<file path="src/rtl/cal_conv_pkg.sv">
package cal_conv_pkg;

  localparam logic [31:0] UNITS_DAY  = 32'd43200;
  localparam logic [31:0] UNITS_HOUR = 32'd1800;
  localparam logic [31:0] UNITS_MIN  = 32'd30;

  typedef enum logic [3:0] {
    PH_IDLE,
    PH_EPOCH,
    PH_YEAR,
    PH_MONTH,
    PH_DAY,
    PH_HOUR,
    PH_MIN,
    PH_SEC,
    PH_DONE
  } phase_e;

  // every fourth year is long
  function automatic logic leap_of(input logic [1:0] yr_lo);
    return (yr_lo == 2'b00);
  endfunction

  // month length in days, index 0 = January
  function automatic logic [4:0] days_in_month(input logic [3:0] idx, input logic leap);
    if (idx == 4'd1)
      return 5'd28 + {4'd0, leap};
    else if (idx < 4'd7)
      return 5'd30 + {4'd0, ~idx[0]};
    else
      return 5'd30 + {4'd0, idx[0]};
  endfunction

  function automatic logic [31:0] year_units(input logic leap);
    return (32'd365 + {31'd0, leap}) * UNITS_DAY;
  endfunction

  function automatic logic [31:0] month_units(input logic [3:0] idx, input logic leap);
    return {27'd0, days_in_month(idx, leap)} * UNITS_DAY;
  endfunction

endpackage

</file>
<file path="src/rtl/cal_len_sel.sv">
module cal_len_sel
  import cal_conv_pkg::*;
#(
  parameter int unsigned CNT_W = 32
) (
  input  phase_e             phase,
  input  logic [1:0]         yr_lo,
  input  logic [3:0]         mon_idx,
  output logic [CNT_W-1:0]   len,
  output logic               strict
);

  logic leap;
  assign leap = leap_of(yr_lo);

  always_comb begin
    case (phase)
      PH_YEAR:  len = CNT_W'(year_units(leap));
      PH_MONTH: len = CNT_W'(month_units(mon_idx, leap));
      PH_DAY:   len = CNT_W'(UNITS_DAY);
      PH_HOUR:  len = CNT_W'(UNITS_HOUR);
      PH_MIN:   len = CNT_W'(UNITS_MIN);
      default:  len = '1;
    endcase
  end

  // calendar units use strict comparison, time-of-day uses inclusive
  assign strict = (phase == PH_YEAR) || (phase == PH_MONTH);

endmodule

</file>
<file path="src/rtl/cal_peel.sv">
module cal_peel #(
  parameter int unsigned W = 32
) (
  input  logic [W-1:0] rem,
  input  logic [W-1:0] len,
  input  logic         strict,
  output logic         take,
  output logic [W-1:0] diff
);

  logic gt, eq;
  assign gt   = rem > len;
  assign eq   = rem == len;
  assign take = gt || (!strict && eq);
  assign diff = rem - len;

endmodule

</file>
<file path="src/rtl/elapsed_cal_conv.sv">
module elapsed_cal_conv
  import cal_conv_pkg::*;
#(
  parameter int unsigned      CNT_W      = 32,
  parameter int unsigned      FRAC_W     = 16,
  parameter int unsigned      YEAR_W     = 16,
  parameter int unsigned      EPOCH_YEAR = 2000,
  parameter logic [CNT_W-1:0] EPOCH_OFS  = CNT_W'(1000000)
) (
  input  logic              clk,
  input  logic              rst_n,
  input  logic              start,
  input  logic [CNT_W-1:0]  units_in,
  input  logic [FRAC_W-1:0] frac_in,
  output logic              busy,
  output logic              done,
  output logic [YEAR_W-1:0] year,
  output logic [3:0]        month,
  output logic [5:0]        day,
  output logic [4:0]        hour,
  output logic [5:0]        minute,
  output logic [5:0]        second
);

  localparam logic [FRAC_W-1:0] FRAC_HALF = FRAC_W'(1) << (FRAC_W - 1);
  localparam logic [YEAR_W-1:0] YEAR_BASE = YEAR_W'(EPOCH_YEAR);

  phase_e             phase_q;
  logic [CNT_W-1:0]   rem_q;
  logic               frac_hi_q;
  logic [YEAR_W-1:0]  yr_q;
  logic [3:0]         mon_q;
  logic [4:0]         day_q;
  logic [4:0]         hr_q;
  logic [5:0]         min_q;
  logic [5:0]         sec_q;

  logic [CNT_W-1:0]   len_cur;
  logic               strict_cur;
  logic               take;
  logic [CNT_W-1:0]   diff;

  // named events for checking
  logic ev_accept, ev_ignore, ev_loop, ev_peel, ev_finish;

  cal_len_sel #(.CNT_W(CNT_W)) u_len (
    .phase   (phase_q),
    .yr_lo   (yr_q[1:0]),
    .mon_idx (mon_q),
    .len     (len_cur),
    .strict  (strict_cur)
  );

  cal_peel #(.W(CNT_W)) u_peel (
    .rem    (rem_q),
    .len    (len_cur),
    .strict (strict_cur),
    .take   (take),
    .diff   (diff)
  );

  assign ev_accept = (phase_q == PH_IDLE) && start;
  assign ev_ignore = (phase_q != PH_IDLE) && start;
  assign ev_loop   = (phase_q == PH_YEAR) || (phase_q == PH_MONTH) || (phase_q == PH_DAY)
                  || (phase_q == PH_HOUR) || (phase_q == PH_MIN);
  assign ev_peel   = ev_loop && take;
  assign ev_finish = (phase_q == PH_SEC);

  always_ff @(posedge clk) begin
    if (!rst_n) begin
      phase_q   <= PH_IDLE;
      rem_q     <= '0;
      frac_hi_q <= 1'b0;
      yr_q      <= YEAR_BASE;
      mon_q     <= '0;
      day_q     <= '0;
      hr_q      <= '0;
      min_q     <= '0;
      sec_q     <= '0;
    end else begin
      case (phase_q)
        PH_IDLE: begin
          if (start) begin
            rem_q     <= units_in;
            frac_hi_q <= (frac_in >= FRAC_HALF);
            yr_q      <= YEAR_BASE;
            mon_q     <= '0;
            day_q     <= '0;
            hr_q      <= '0;
            min_q     <= '0;
            sec_q     <= '0;
            phase_q   <= PH_EPOCH;
          end
        end
        PH_EPOCH: begin
          rem_q   <= rem_q - EPOCH_OFS;
          phase_q <= PH_YEAR;
        end
        PH_YEAR: begin
          if (take) begin
            rem_q <= diff;
            yr_q  <= yr_q + YEAR_W'(1);
          end else begin
            phase_q <= PH_MONTH;
          end
        end
        PH_MONTH: begin
          if (take) begin
            rem_q <= diff;
            mon_q <= mon_q + 4'd1;
          end else begin
            phase_q <= PH_DAY;
          end
        end
        PH_DAY: begin
          if (take) begin
            rem_q <= diff;
            day_q <= day_q + 5'd1;
          end else begin
            phase_q <= PH_HOUR;
          end
        end
        PH_HOUR: begin
          if (take) begin
            rem_q <= diff;
            hr_q  <= hr_q + 5'd1;
          end else begin
            phase_q <= PH_MIN;
          end
        end
        PH_MIN: begin
          if (take) begin
            rem_q <= diff;
            min_q <= min_q + 6'd1;
          end else begin
            phase_q <= PH_SEC;
          end
        end
        PH_SEC: begin
          sec_q   <= {rem_q[4:0], frac_hi_q};
          phase_q <= PH_DONE;
        end
        PH_DONE: phase_q <= PH_IDLE;
        default: phase_q <= PH_IDLE;
      endcase
    end
  end

  assign busy   = (phase_q != PH_IDLE);
  assign done   = (phase_q == PH_DONE);
  assign year   = yr_q;
  assign month  = mon_q + 4'd1;
  assign day    = {1'b0, day_q} + 6'd1;
  assign hour   = hr_q;
  assign minute = min_q;
  assign second = sec_q;

  // capture then epoch removal comes first
  p_capture_first_r3: assert property (@(posedge clk) disable iff (!rst_n)
    ev_accept |=> (phase_q == PH_EPOCH) && (rem_q == $past(units_in)));

  // equal remainder never advances the year
  p_strict_year_r5: assert property (@(posedge clk) disable iff (!rst_n)
    ((phase_q == PH_YEAR) && (rem_q == len_cur)) |=> (phase_q == PH_MONTH) && $stable(yr_q));

  // month index stays inside the table
  p_month_range_r6: assert property (@(posedge clk) disable iff (!rst_n)
    mon_q <= 4'd11);

  // hour phase works on less than one day
  p_day_bound_r7: assert property (@(posedge clk) disable iff (!rst_n)
    (phase_q == PH_HOUR) |-> (rem_q < CNT_W'(UNITS_DAY)));

  // seconds stage sees less than one minute of units
  p_sec_range_r8: assert property (@(posedge clk) disable iff (!rst_n)
    ev_finish |-> (rem_q < CNT_W'(UNITS_MIN)));

  // done lasts one cycle
  p_done_pulse_r9: assert property (@(posedge clk) disable iff (!rst_n)
    done |=> !done);

  // a busy start never restarts the sequence
  p_busy_ignores_r10: assert property (@(posedge clk) disable iff (!rst_n)
    ev_ignore |=> (phase_q != PH_EPOCH));

  // idle results hold
  p_idle_hold_r11: assert property (@(posedge clk) disable iff (!rst_n)
    ((phase_q == PH_IDLE) && !start) |=> $stable(yr_q) && $stable(mon_q) && $stable(day_q)
      && $stable(hr_q) && $stable(min_q) && $stable(sec_q));

  // a peel step always lowers the remainder
  p_peel_lowers_r4: assert property (@(posedge clk) disable iff (!rst_n)
    ev_peel |=> (rem_q < $past(rem_q)));

endmodule

</file>
<file path="config.mk">
export PLATFORM = sky130hd
export DESIGN_NAME = elapsed_cal_conv
export DESIGN_NICKNAME = d
export VERILOG_FILES = /design/src/rtl/cal_conv_pkg.sv /design/src/rtl/cal_len_sel.sv /design/src/rtl/cal_peel.sv /design/src/rtl/elapsed_cal_conv.sv
export SDC_FILE = /design/constraint.sdc
export NUM_CORES = 1
export LEC_CHECK = 0
export ABC_AREA = 0
export CAP_MARGIN = 10
export CORE_MARGIN = 8
export CORE_UTILIZATION = 25
export CTS_CLUSTER_DIAMETER = 120
export DETAILED_ROUTE_END_ITERATION = 8
export PLACE_DENSITY = 0.56
export REMOVE_ABC_BUFFERS = 1
export SETUP_SLACK_MARGIN = 0.02
export SKIP_LAST_GASP = 1
export SLEW_MARGIN = 15
export SYNTH_ARGS = -nofsm -noshare
export SYNTH_HDL_FRONTEND = slang
export SYNTH_SLANG_ARGS = --single-unit
export TNS_END_PERCENT = 30
</file>
<file path="constraint.sdc">
create_clock -name clk -period 4.8 [get_ports clk]
set_clock_uncertainty 0.1 [all_clocks]
set_input_delay 0.72 -clock clk [delete_from_list [all_inputs] [get_ports clk]]
set_output_delay 0.72 -clock clk [all_outputs]
set_load 0.02 [all_outputs]
</file>
* Yosys cells after proc, flatten, opt, wreduce, memory -nomap -nowiden
Cells that the tools add are included.
** Storage, ports and cells
- Register bits :: 79
- Output and inout port bits :: 45
- Input bits :: 51
** Operators by class
- Eq/ne operators :: 22
- $add $sub $neg :: 12
- Muxes and demuxes :: 29
- Multipliers :: 2
- Bitwise operators :: 1
- $lt $le $gt $ge :: 3
- Reductions and logical operators :: 24
** Operator list (number)
- one-hot mux 32 bit (5 select lines) :: 1
- one-hot mux 32 bit (3 select lines) :: 1
- 2-to-1 mux 32 bit :: 2
- equality test 32 bit :: 1
- greater-than comparator 32 bit :: 1
- multiplier 32 x 10 -> 26 bit (second input constant) :: 1
- 2-to-1 mux 16 bit :: 2
- 2-to-1 mux 4 bit :: 8
- one-hot mux 16 bit (2 select lines) :: 1
- one-hot mux 4 bit (8 select lines) :: 1
- subtractor 32 x 20 -> 32 bit (second input constant) :: 1
- subtractor 32 bit :: 1
- 2-to-1 mux 5 bit :: 6
- one-hot mux 6 bit (2 select lines) :: 2
- inequality test 2 bit (second input constant) :: 11
- one-hot mux 5 bit (2 select lines) :: 2
- AND reduction 3 bit :: 6
- adder 16 x 1 -> 16 bit (second input constant) :: 1
- equality test 4 x 3 -> 1 bit (second input constant) :: 4
- >= comparator 16 bit (second input constant) :: 1
- multiplier 5 x 10 -> 15 bit (second input constant) :: 1
- 2-to-1 mux 6 bit :: 2
- nonzero test 2 bit :: 6
- adder 5 x 1 -> 5 bit (second input constant) :: 2
- other kinds (23) :: 28

* Depth between registers and ports, before layout
- Depth after elaboration :: 12
- Mapped depth :: 23
- Depth with buffers taken out :: 20

* Cells and area by module
Synthesis repeated with hierarchy kept, for this count alone.
** Second synthesis, totals
- Cells, all modules :: 1030
- Area, all modules :: 7495.9 um^2
** By module, submodules not included
- elapsed_cal_conv :: area an instance 4827.1 um^2, instances 1, seq. area each 1581.5 um^2, cells each 617
- cal_peel :: area an instance 2097.0 um^2, instances 1, seq. area each 0.0 um^2, cells each 325
- cal_len_sel :: area an instance 571.8 um^2, instances 1, seq. area each 0.0 um^2, cells each 88

* Least setup slack after synthesis
No wires, ideal clock.
- Path kind :: reg2reg
- From :: reg phase_q[2]
- To :: reg rem_q[17]
- Cell stages (with the launch flop) :: 18
- Clock period less this slack :: 4.703 ns
- Buffers on the path :: 4
- Setup slack :: 0.097 ns
- Arrival :: 4.486 ns
- Library setup time :: 0.117 ns
- Cell sequence :: dfxtp_1 -> clkbuf_1 -> nor2_1 -> nor3_1 -> clkbuf_1 -> clkbuf_1 -> o21ai_0 -> inv_1 -> ha_1 -> a21o_1 -> and2_1 -> nor4_1 -> o21a_1 -> o211ai_4 -> nor3_2 -> nor2_2 -> buf_2 -> a32o_1
** Between the ends
- Word-level cells in the longest chain between the ends :: 7
- Elaborated cells between the ends (all ways) :: 22
- Classes of those cells :: 1 x add/sub; 1 x order compare; 9 x eq/ne; 3 x mux; 8 x reduce/logical
** RTL lines
- start, declared :: RTL line elapsed_cal_conv.sv:28 : phase_e phase_q;
- start signal, assigned :: RTL line elapsed_cal_conv.sv:71 : phase_q <= PH_IDLE;
- start signal, assigned :: RTL line elapsed_cal_conv.sv:92 : phase_q <= PH_EPOCH;
- start signal, assigned :: RTL line elapsed_cal_conv.sv:97 : phase_q <= PH_YEAR;
- branches (longest 7 deep; another with subtractor 32 bit)
- end signal, assigned :: RTL line elapsed_cal_conv.sv:84 : rem_q <= units_in;
- end signal, assigned :: RTL line elapsed_cal_conv.sv:96 : rem_q <= rem_q - EPOCH_OFS;
- end signal, assigned :: RTL line elapsed_cal_conv.sv:101 : rem_q <= diff;
- end, declared :: RTL line elapsed_cal_conv.sv:29 : logic [CNT_W-1:0] rem_q;
Several ways; the timed one is not identified. The select of a mux whose other input is x is not followed.
A chain may end at the register's enable or synchronous reset.

* Final worst setup path
- From :: reg mon_q[0]
- To :: reg hr_q[0], in the netlist hour[0]
** Between the ends
- Word-level cells in the longest chain between the ends :: 12
- Elaborated cells between the ends (all ways) :: 16
- Classes of those cells :: 2 x add/sub; 1 x mul; 2 x order compare; 3 x eq/ne; 4 x mux; 1 x bitwise; 3 x reduce/logical
** RTL lines
- start, declared :: RTL line elapsed_cal_conv.sv:32 : logic [3:0] mon_q;
- start signal, assigned :: RTL line elapsed_cal_conv.sv:110 : mon_q <= mon_q + 4'd1;
- branches (longest 3 deep; another with less-than comparator 4 x 3 -> 1 bit)
- 2-to-1 mux 5 bit (*) :: RTL line cal_conv_pkg.sv:26 : if (idx == 4'd1)
- 2-to-1 mux 5 bit (*) :: RTL line cal_len_sel.sv:17 : case (phase)
- multiplier 5 x 10 -> 15 bit (*) :: RTL line cal_conv_pkg.sv:39 : return {27'd0, days_in_month(idx, leap)} * UNITS_DAY;
- one-hot mux 32 bit (5 select lines) (*) :: RTL line cal_len_sel.sv:17
- branches (longest 2 deep; another with greater-than comparator 32 bit)
- logical OR 1 bit (*) :: RTL line cal_peel.sv:14 : assign take = gt || (!strict && eq);
- inequality test 2 bit (no line) (*)
- AND reduction 3 bit (no line) (*)
- end signal, assigned :: RTL line elapsed_cal_conv.sv:126 : hr_q <= hr_q + 5'd1;
- end, declared :: RTL line elapsed_cal_conv.sv:34 : logic [4:0] hr_q;
Every way passes the cells marked *. The select of a mux whose other input is x is not followed.

==> results.ini <==
[power]
power_w = 0.002759
p_per_area_mw_per_mm2 = 312.8
ir_worst_vdd_v = 0.0001780
p_leak_nw = 3.315

[grt]
grt_usage = 0.1488
grt_pass1_wl_um = 40710
grt_pass1_vias = 7542
grt_start_max_net_pins = 35
antenna_found_initial = 0
grt_overflow = 0

[synth]
synth_edf_count = 0
yosysTopAreaCell = dfxtp_1
yosysMostFrequentCell = a21oi_1
synth.area.top_cells = dfxtp_1 (22%), a21oi_1 (8.2%), ha_1 (7.8%)
ys_warn_count = 0
synth_commonest_cells = a21oi_1 (116), nand2_1 (106), dfxtp_1 (79), nor2_1 (67), nand3_1 (61)
syn_inst = 974
synth_cell_type_count = 76
ys_seq_elements = 79
yosysSeqAreaShare = 0.2232
ys_async_sr_fraction = 0
netlist_area_mm2 = 0.007087
synth_top_area_frac = 0.2232
synth_top_flop_cell = dfxtp_1
syn-mean-instance-area_um2 = 7.276

[die]
die_y_um = 184.4
dieArea_mm2 = 0.03399
num_rows = 61
ios = 96
die_w_um = 184.4
start_util = 0.2544
core_area_mm2 = 0.02786

[cells_and_area]
finalCoreUtilization = 0.3167
fillers = 2996
nets = 1137
seq_area_mm2 = 0.001583
drive_gt1_frac = 0.08222
multiInputGateArea_mm2 = 0.005170
antenna_cells = 0
syn_to_final_growth_pct = 24.49

[status]
outcome = finished, final reports clean

[setup_path]
worstSetupStartpoint = mon_q[0]
crit_required_ns = 4.97
cp-end-kind = flip-flop
worstPathArrival_ns = 4.68
start_kind = flip-flop
r2r-start = mon_q[0]
criticalPathCategory = reg -> reg
rr_worst_depth = 16
crit_fanout = 9
critical_path.slowest_cell = or3_1
cpMostUsedCell = ha_1
path_cells = ha_1 -> nor3_1 -> a21o_1 -> a221oi_1 -> ha_1 -> a221oi_1 -> ha_1 -> a21oi_1 -> o21a_1 -> or3_1 -> a221o_1 -> o211ai_4 -> o21ai_2 -> buf_4 -> or3_1 -> a21oi_1
crit_path_end = hour[0]
reg2reg_to = hour[0]
slowest_delay_ns = 0.41
reg2reg_slack_ns = 0.29

[clock_network]
ctsHoldBuffers = 0
cts_tree = built
cts_resized = 0
cts_setup_buffers = 0
clock_sinks = 79
clk_path_buf_depth = 2
cts-buffers-inserted = 9
clk_pin_slew_ns = 0.07
root_buffer = clkbuf_16
htreeDepth = 3
clk_latency_ns = 0.36

[placed_design]
pre_cts_ws_ns = 0.2251
gp_congestion = 0.9122
io_buffers = 80
dpl.hpwl_um = 18730

[routing]
wl_met2_um = 11080
wirelength_um = 25390
viasPerCell = 5.393
wl_per_cell_um = 17.83
first_iter_violations = 690
dr.pass1.iters = 5
drc_errors = 0
topRoutingLayerUsed = met4
wl_met3_um = 1736
num_vias = 7679
met1Wirelength_um = 11910
antenna_left = 0

[sta]
tightest_slew_ns = 0.9562
drv_slew = 0
setup_violations = 0
setup_tns_ns = 0
hold_viol = 0
slew_headroom = 0.3582
setup_ws_ns = 0.2885
period_minus_slack_ns = 4.511
rsz0062_at_grt = yes
fmax_ghz = 0.2217
fin_crit_sh = 0.9399

[job]
cap_violations = 0

[worst_hold_path]
min_path_type = reg -> reg

## where the power goes
group | leakage (nW) | total (W) | switching (W) | internal [W]
combinational | 2.51 | 0.00117 | 0.000703 | 0.000466
clock | 0.162 | 0.000775 | 0.000307 | 0.000469
sequential | 0.646 | 0.000815 | 0.0000998 | 0.000715
total | 3.31 | 0.00276 | 0.00111 | 0.00165
## how the worst min path moves through the flow
| stage | from | to | cells past startpoint |
|---|---|---|---|
| 5_1_grt | year[15] | year[15] | 2 |
| 4_1_cts | frac_hi_q | second[0] | 2 |
| 2_1_floorplan | frac_hi_q | second[0] | 2 |
| 3_3_place_gp | frac_hi_q | second[0] | 2 |
| 3_5_place_dp | frac_hi_q | second[0] | 2 |
| 6_report | frac_hi_q | second[0] | 2 |
## registers in the layout (all words and copies together), names as in the netlist
name	cells
mon_q	4
year	16
day_q	5
frac_hi_q	1
minute	6
rem_q	32
hour	5
phase_q	4
second	6
## cells by family (layout without fill, tap and decap cells)
| kind of cell | after synthesis | count (layout) | synth area share |
|---|---|---|---|
| buffers and inverters | 94 | 166 | 0.05297 |
| flip-flops | 79 | 79 | 0.2232 |
| adder cells (fa/ha/maj) | 45 | 45 | 0.08051 |
| AND/OR/NAND/NOR | 367 | 367 | 0.2548 |
| AO/OA/AOI/OAI | 329 | 329 | 0.3100 |
| XOR/XNOR | 36 | 36 | 0.04449 |
| multiplexers | 24 | 24 | 0.03407 |
## per-layer routing
layer	vias up	track usage
li1	3765	-
met1	3625	0.2023
met2	244	0.2319
met3	45	0.02481
met4	0	0.05647
met5	-	0
## worst max-delay path: cells and delay by family (launching register included)
family | cells | cell delay, ns
buf+inv | 1 | 0.20
flops | 1 | 0.39
compound gates | 9 | 2.05
simple gates | 3 | 0.78
fa+ha+maj | 3 | 0.89
## layout make-up
type,count,area share
clock buffers,10,0.02709
clock inverters,6,0.009502
inverters,24,0.01021
multi-input cells,801,0.5860
flip-flops and latches,79,0.1794
well taps,378,0.05361
repair buffers,126,0.1342
## stage by stage
step | area (um^2) | hold slack [ns] | std cells
floorplan | 6802 | 0.3322 | 904
global placement | 8468 | 0.3510 | 1408
detailed placement | 8468 | 0.3506 | 1408
CTS | 8791 | 0.3618 | 1424
global route | 8822 | 0.3869 | 1424
finish | 8822 | 0.3595 | 1424
## placed cells by master (no fill, tap or decap), types with 18 or more instances in the layout
| cell type | n |
|---|---|
| ha_1 | 44 |
| and3_1 | 21 |
| a21oi_1 | 113 |
| o211ai_1 | 21 |
| clkdlybuf4s50_1 | 80 |
| o21ai_0 | 31 |
| mux2i_1 | 23 |
| nor2_1 | 67 |
| nand3_1 | 60 |
| xnor2_1 | 19 |
| nand4_1 | 18 |
| dfxtp_1 | 78 |
| nor3_1 | 19 |
| nand2_1 | 106 |
| inv_1 | 23 |
| buf_4 | 43 |
Power figures use the tool's default switching activity.
